==> src/rtl/flash_stat_pkg.sv <==
package flash_stat_pkg;
  typedef enum logic [1:0] {
    SEQ_IDLE,
    SEQ_KEY1,
    SEQ_KEY2,
    SEQ_MODEVAL
  } seqState_t;

  typedef struct packed {
    logic startOp;
    logic opErase;
    logic togAdv;
    logic modeWr;
    logic modeVal;
  } ctlStrobe_t;
endpackage

==> src/rtl/flash_stat_ctrl.sv <==
module flash_stat_ctrl
  import flash_stat_pkg::*;
#(
  parameter int ADDR_W = 16,
  parameter int DATA_W = 16,
  parameter logic [ADDR_W-1:0] KEY_ADDR_A = 16'h5555,
  parameter logic [ADDR_W-1:0] KEY_ADDR_B = 16'h2AAA,
  parameter logic [DATA_W-1:0] KEY_DATA_A = 16'h00AA,
  parameter logic [DATA_W-1:0] KEY_DATA_B = 16'h0055,
  parameter logic [DATA_W-1:0] OP_SETMODE = 16'h00E0,
  parameter logic [DATA_W-1:0] OP_LEAVE   = 16'h00F0
) (
  input  logic              clk,
  input  logic              rst_n,
  input  logic              extRst,
  input  logic [ADDR_W-1:0] busAddr,
  input  logic [DATA_W-1:0] busWrData,
  input  logic              busWr,
  input  logic              busRd,
  input  logic              engStart,
  input  logic              engIsErase,
  input  logic              engBusy,
  input  logic              engDone,
  input  logic              engFail,
  input  logic              modeBit,
  output ctlStrobe_t        strobes,
  output logic              statusMode,
  output logic              opFinished
);
  localparam logic [DATA_W-1:0] MODE_ONE = DATA_W'(1);

  seqState_t seqState, seqNext;
  logic      rdPrev;
  logic      failLatched;
  logic      leaveHit;

  always_comb begin
    seqNext        = SEQ_IDLE;
    leaveHit       = 1'b0;
    strobes        = '0;
    strobes.startOp = engStart;
    strobes.opErase = engIsErase;
    strobes.togAdv  = rdPrev && !busRd && engBusy;
    if (busWr) begin
      unique case (seqState)
        SEQ_IDLE:
          if (busAddr == KEY_ADDR_A && busWrData == KEY_DATA_A) seqNext = SEQ_KEY1;
        SEQ_KEY1:
          if (busAddr == KEY_ADDR_B && busWrData == KEY_DATA_B) seqNext = SEQ_KEY2;
        SEQ_KEY2:
          if (busAddr == KEY_ADDR_A && busWrData == OP_SETMODE) seqNext = SEQ_MODEVAL;
          else if (busAddr == KEY_ADDR_A && busWrData == OP_LEAVE) leaveHit = 1'b1;
        SEQ_MODEVAL:
          if (busWrData == '0 || busWrData == MODE_ONE) begin
            strobes.modeWr  = 1'b1;
            strobes.modeVal = busWrData[0];
          end
        default: seqNext = SEQ_IDLE;
      endcase
    end else begin
      seqNext = seqState;
    end
  end

  always_ff @(posedge clk) begin
    if (!rst_n || extRst) begin
      seqState    <= SEQ_IDLE;
      rdPrev      <= 1'b0;
      statusMode  <= 1'b0;
      failLatched <= 1'b0;
      opFinished  <= 1'b0;
    end else begin
      seqState <= seqNext;
      rdPrev   <= busRd;
      if (engStart) begin
        statusMode  <= 1'b1;
        failLatched <= 1'b0;
        opFinished  <= 1'b0;
      end else begin
        if (engDone) begin
          opFinished <= 1'b1;
          if (engFail) failLatched <= 1'b1;
          else if (!modeBit) statusMode <= 1'b0;
        end
        if (leaveHit && !engBusy) begin
          statusMode  <= 1'b0;
          failLatched <= 1'b0;
        end
      end
    end
  end

  AST_AUTO_RETURN: assert property (@(posedge clk) disable iff (!rst_n || extRst)
    (engDone && !engFail && !modeBit && !engStart) |=> !statusMode);

  AST_FAIL_HOLDS: assert property (@(posedge clk) disable iff (!rst_n || extRst)
    (statusMode && failLatched && !leaveHit) |=> statusMode);

  AST_BUSY_LEAVE_IGNORED: assert property (@(posedge clk) disable iff (!rst_n || extRst)
    (statusMode && engBusy && !engDone) |=> statusMode);

  AST_START_ENTERS: assert property (@(posedge clk) disable iff (!rst_n || extRst)
    engStart |=> statusMode);
endmodule

==> src/rtl/flash_stat_dp.sv <==
module flash_stat_dp
  import flash_stat_pkg::*;
#(
  parameter int DATA_W  = 16,
  parameter int POLL_B  = 7,
  parameter int TOG_B   = 6,
  parameter int AUX_N   = 3,
  parameter int AUX_POS [AUX_N] = '{2, 3, 5}
) (
  input  logic              clk,
  input  logic              rst_n,
  input  logic              extRst,
  input  ctlStrobe_t        strobes,
  input  logic              statusMode,
  input  logic              opFinished,
  input  logic              engBusy,
  input  logic              loadedBit7,
  input  logic [AUX_N-1:0]  auxFlags,
  input  logic [DATA_W-1:0] arrayData,
  output logic              modeBit,
  output logic [DATA_W-1:0] busRdData
);
  logic              togBit;
  logic              eraseKind;
  logic [DATA_W-1:0] statWord;

  always_ff @(posedge clk) begin
    if (!rst_n) modeBit <= 1'b0;
    else if (strobes.modeWr) modeBit <= strobes.modeVal;
  end

  always_ff @(posedge clk) begin
    if (!rst_n || extRst) begin
      togBit    <= 1'b0;
      eraseKind <= 1'b0;
    end else if (strobes.startOp) begin
      togBit    <= 1'b0;
      eraseKind <= strobes.opErase;
    end else if (strobes.togAdv) begin
      togBit <= ~togBit;
    end
  end

  always_comb begin
    statWord = '0;
    statWord[POLL_B] = modeBit ? opFinished : (eraseKind ? 1'b0 : ~loadedBit7);
    statWord[TOG_B]  = togBit;
  end

  for (genvar g = 0; g < AUX_N; g++) begin : g_aux
    assign statWord_aux[g] = auxFlags[g];
  end
  logic [AUX_N-1:0] statWord_aux;

  always_comb begin
    busRdData = statusMode ? statWord : arrayData;
    if (statusMode) begin
      for (int k = 0; k < AUX_N; k++) busRdData[AUX_POS[k]] = statWord_aux[k];
    end
  end

  AST_MODE_KEEPS_ON_EXTRST: assert property (@(posedge clk) disable iff (!rst_n)
    (extRst && !strobes.modeWr) |=> $stable(modeBit));

  AST_TOG_FROZEN_IDLE: assert property (@(posedge clk) disable iff (!rst_n || extRst)
    (!engBusy && !strobes.startOp) |=> $stable(togBit));

  AST_TOG_CLEARED: assert property (@(posedge clk) disable iff (!rst_n || extRst)
    strobes.startOp |=> !togBit);
endmodule

==> src/rtl/flash_status_unit.sv <==
module flash_status_unit
  import flash_stat_pkg::*;
#(
  parameter int ADDR_W = 16,
  parameter int DATA_W = 16,
  parameter int AUX_N  = 3
) (
  input  logic              clk,
  input  logic              rst_n,
  input  logic              extRst,
  input  logic [ADDR_W-1:0] busAddr,
  input  logic [DATA_W-1:0] busWrData,
  input  logic              busWr,
  input  logic              busRd,
  output logic [DATA_W-1:0] busRdData,
  input  logic [DATA_W-1:0] arrayData,
  input  logic              engStart,
  input  logic              engIsErase,
  input  logic              engBusy,
  input  logic              engDone,
  input  logic              engFail,
  input  logic              loadedBit7,
  input  logic [AUX_N-1:0]  auxFlags,
  output logic              inStatusMode
);
  ctlStrobe_t strobes;
  logic       modeBit;
  logic       opFinished;

  flash_stat_ctrl #(.ADDR_W(ADDR_W), .DATA_W(DATA_W)) u_ctrl (
    .clk        (clk),
    .rst_n      (rst_n),
    .extRst     (extRst),
    .busAddr    (busAddr),
    .busWrData  (busWrData),
    .busWr      (busWr),
    .busRd      (busRd),
    .engStart   (engStart),
    .engIsErase (engIsErase),
    .engBusy    (engBusy),
    .engDone    (engDone),
    .engFail    (engFail),
    .modeBit    (modeBit),
    .strobes    (strobes),
    .statusMode (inStatusMode),
    .opFinished (opFinished)
  );

  flash_stat_dp #(.DATA_W(DATA_W), .AUX_N(AUX_N)) u_dp (
    .clk        (clk),
    .rst_n      (rst_n),
    .extRst     (extRst),
    .strobes    (strobes),
    .statusMode (inStatusMode),
    .opFinished (opFinished),
    .engBusy    (engBusy),
    .loadedBit7 (loadedBit7),
    .auxFlags   (auxFlags),
    .arrayData  (arrayData),
    .modeBit    (modeBit),
    .busRdData  (busRdData)
  );

  AST_MODE1_READY_HIGH: assert property (@(posedge clk) disable iff (!rst_n || extRst)
    (inStatusMode && modeBit && opFinished) |-> busRdData[7]);

  AST_MODE1_BUSY_LOW: assert property (@(posedge clk) disable iff (!rst_n || extRst)
    (inStatusMode && modeBit && !opFinished) |-> !busRdData[7]);
endmodule

==> config.mk <==
export PLATFORM = sky130hd
export DESIGN_NAME = flash_status_unit
export DESIGN_NICKNAME = d
export VERILOG_FILES = /design/src/rtl/flash_stat_pkg.sv /design/src/rtl/flash_stat_ctrl.sv /design/src/rtl/flash_stat_dp.sv /design/src/rtl/flash_status_unit.sv
export SDC_FILE = /design/constraint.sdc
export NUM_CORES = 1
export LEC_CHECK = 0
export ABC_AREA = 0
export BUFFER_PORTS_ARGS = -buffer_cell sky130_fd_sc_hd__buf_2
export CORE_UTILIZATION = 36
export CTS_CLUSTER_SIZE = 8
export DETAILED_ROUTE_END_ITERATION = 6
export PLACE_DENSITY = 0.93
export SLEW_MARGIN = 20
export SYNTH_ARGS = -nofsm -noshare
export SYNTH_HDL_FRONTEND = slang
export SYNTH_HIERARCHICAL = 1
export SYNTH_SLANG_ARGS = --single-unit
==> constraint.sdc <==
create_clock -name clk -period 3.1 [get_ports clk]
set_clock_uncertainty 0.2 [all_clocks]
set_input_delay 0.62 -clock clk [delete_from_list [all_inputs] [get_ports clk]]
set_output_delay 0.62 -clock clk [all_outputs]
set_load 0.005 [all_outputs]
==> results.md <==
* Run status: completed
* Routed Wire Length at 2250 um
* Crit Reg-Reg Endpoint: u_ctrl/seqState[0]
* Nature of the critical path startpoint: flip-flop
* Area grow syn2layout at 58.8%
* Max-Slew Margin vs Limit at 59.2%
* Static power due to leakage at 0.536 nW
* Number of slew-limit violations in the final report at 0
* First-pass iteration count of the detailed router at 4
* Setup violators final at 0
* Number of distinct library cell variants in the gate-level netlist after synthesis at 35
* Count of boundary I/O pins at 79
* Area share of the leading cell type in the synthesized netlist at 22.6%
* Worst setup endpoint: busRdData[3]
* Total design power at 278 uW
* Violation count after the first detailed-route iteration at 17
* Net count after synthesis at 147
* Layout cells sized above 1 at 52.5%
* Later-pin clock latency in the skew report at 0.25 ns
* Via count of the first global-routing pass at 876
* Maximum net fanout on the critical path at 19
* Hold buffers post-CTS at 0
* Clock sink total at 8
* Die boundary height at 46.4 um
* Antenna cells at 0
* Crit path capture type: output port
* Register-to-register path setup slack at 1.32 ns
* Global-route wire length before repair at 3290 um
* Sequential cell area fraction in the yosys report at 22.6%
* Cell with the largest stage delay on the worst path: dfxtp_1
* Power density relative to cell area at 247 nW/um^2
* Routability-driven placement congestion ratio at 0.914
* HPWL after detailed placement at 1910 um
* Die outline width at 46.4 um
* Root buffer cell: clkbuf_4
* Max Clock Freq at 435 MHz
* Number of buffers added on ports at 78
* Crit path arrival time at 1.48 ns
* Cell type with the highest aggregate area in the netlist: dfxtp_1
* Final worst path period share at 74.2%
* Synth top area cells: dfxtp_1, nor2b_1, mux2_1, nor4_2, nand4bb_1
* Multi-input logic area at 517 sq um
* Clock tree from TritonCTS: yes
* Net count reported at finish at 226
* GRT Resource Usage Total at 21.4%
* Unrepaired setup endpoints after global routing: false
* Crit path kind: reg -> out
* Startpoint of the worst register-to-register path: u_ctrl/seqState[0]
* Crit path largest cell delay at 0.71 ns
* Fillers at 154
* Avg Inst Size Synth at 8.33 sq um
* Total clock buffers created by CTS at 3
* Highest ir drop seen on vdd at 0.0000980 V
* Count of max-cap constraint violations at 0
* Netlist area before placement at 708 sq um
* Number of hold violations in the final report at 0
* Antenna violations before repair at 0
* Least-Margin Pin Slew at 0.611 ns
* Critical path required time at 2.28 ns
* Clock slew at reported path FFs at 0.05 ns
* Number of cell instances on the worst register-to-register path at 4
* Post-cts resize count at 0
* Flip-flop and latch area at 160 sq um
* Setup TNS at 0 ns
* Cell total after placement at 184
* Core outline area at 1780 sq um
* Min-delay worst type: reg -> reg
* H-tree depth at 1
* YS warnings at 6
* Final routed DRC violation total at 0
* Critical path cell sequence: mux2_1 > buf_2
* Number of antenna-violating nets in the routed design at 0
* Total congestion overflow at 0
* Initial Util at 39.7%
* Number of rows created at floorplan at 15
* Die Outline Area at 2150 sq um
* Shortest period the worst path allows at 2.30 ns
* Critical path origin: u_ctrl/statusMode
* Clock buffer depth at 2
* Largest net degree at the start of global routing at 20
* Number of synthesized register bits at 8
* Number of vias in the routed layout at 939
* Post-CTS setup-driven buffer insertion count at 0
* Cell count after synthesis at 85
* Vias/cell at 5.02
* Number of non-filler instances in the completed layout at 187
* WL/cell at 12.0 um
## how the worst min path moves through the flow
stage,start,end,slack [ns],cells past startpoint
after floorplan,u_dp/eraseKind,u_dp/eraseKind,0.25,2
after global placement,u_ctrl/opFinished,u_ctrl/opFinished,0.30,2
after detailed placement,u_dp/eraseKind,u_dp/eraseKind,0.31,2
after CTS,u_dp/eraseKind,u_dp/eraseKind,0.33,2
after global routing,u_ctrl/opFinished,u_ctrl/opFinished,0.35,2
final,u_dp/eraseKind,u_dp/eraseKind,0.31,2
## report_power, final
group / internal (mW) / switching, mW / total (mW)
Sequential: 0.106 / 0.00427 / 0.110
Combinational: 0.0538 / 0.0356 / 0.0893
Clock: 0.0443 / 0.0347 / 0.0789
## through the flow
stage | area (sq um) | setup WS (ns) | hold WS [ns] | util (%)
final | 1120 | 0.801 | 0.313 | 63.1
after floorplan | 708 | 1.03 | 0.253 | -
after global routing | 1120 | 0.722 | 0.352 | 63.1
after global placement | 1100 | 0.893 | 0.295 | 61.8
after CTS | 1120 | 0.789 | 0.328 | 63.1
after detailed placement | 1100 | 0.832 | 0.312 | 61.8
## synth_stat cells
library cell,instances
buf_2,1
nor4_1,2
and2_1,2
nand2_1,6
nand2b_1,1
xnor2_1,1
nor2b_1,14
or4_1,2
nand3_1,1
nand3b_1,1
a31oi_2,1
dfxtp_1,8
and3_1,1
o22ai_1,1
and4bb_1,1
buf_4,3
nand4b_1,1
nor4_2,3
nor3_1,3
a21boi_0,1
mux2i_1,2
nor4bb_1,1
a41oi_1,1
nand4_1,1
o21ai_0,4
nand4bb_1,3
or4b_1,2
and4b_1,1
or3_1,2
nor4b_1,1
inv_1,1
nor2_1,5
and4_1,1
a21oi_1,2
mux2_1,4
## layout by cell type, fill, tap and decap left out, drive strengths merged, types with 3 or more instances in the layout
cell type / Yosys / routed
nor2b: 14 / 14
nor3: 3 / 3
o21ai: 4 / 4
nor2: 5 / 5
clkbuf: 0 / 3
nand2: 6 / 6
nand4bb: 3 / 3
buf: 4 / 78
nor4: 5 / 5
mux2: 4 / 4
dfxtp: 8 / 8
## cell type report
cell class,instances,share of cell area [%]
tap,25,2.78
clock buffer,3,2.00
sequential,8,14.2
timing repair buffer,78,34.7
multi-input combinational,72,45.9
inverter,1,0.334
## worst max-delay path: cells and delay by family, from the launching register on
family                 cells  cell delay (ns)
flip-flops                 1             0.71
multiplexers               1             0.39
buffers and inverters      1             0.13
## flip-flops by register name (all words and copies together) (netlist names)
name and cells:
u_dp/modeBit 1, u_ctrl/statusMode 1, u_ctrl/seqState 2, u_dp/eraseKind 1
u_dp/togBit 1, u_ctrl/rdPrev 1, u_ctrl/opFinished 1
## logic make-up (layout without fill, tap and decap cells)
kind of cell / Yosys count / in the layout / share of synthesized area, %
AND/OR/NAND/NOR: 55 / 55 / 53.4
AO/OA/AOI/OAI: 10 / 10 / 9.19
flip-flops: 8 / 8 / 22.6
multiplexers: 6 / 6 / 9.19
buffers and inverters: 5 / 82 / 4.42
XOR/XNOR: 1 / 1 / 1.24
## per-layer routing
layer | global-route usage (%) | vias to the layer above | part of all wire, %
met4 | 10.6 | 0 | 1.6
met1 | 21.6 | 406 | 39
li1 | - | 470 | -
met3 | 2.35 | 4 | 8.3
met2 | 41.9 | 59 | 51
met5 | 0 | - | 0
Power figures use the tool's default switching activity.
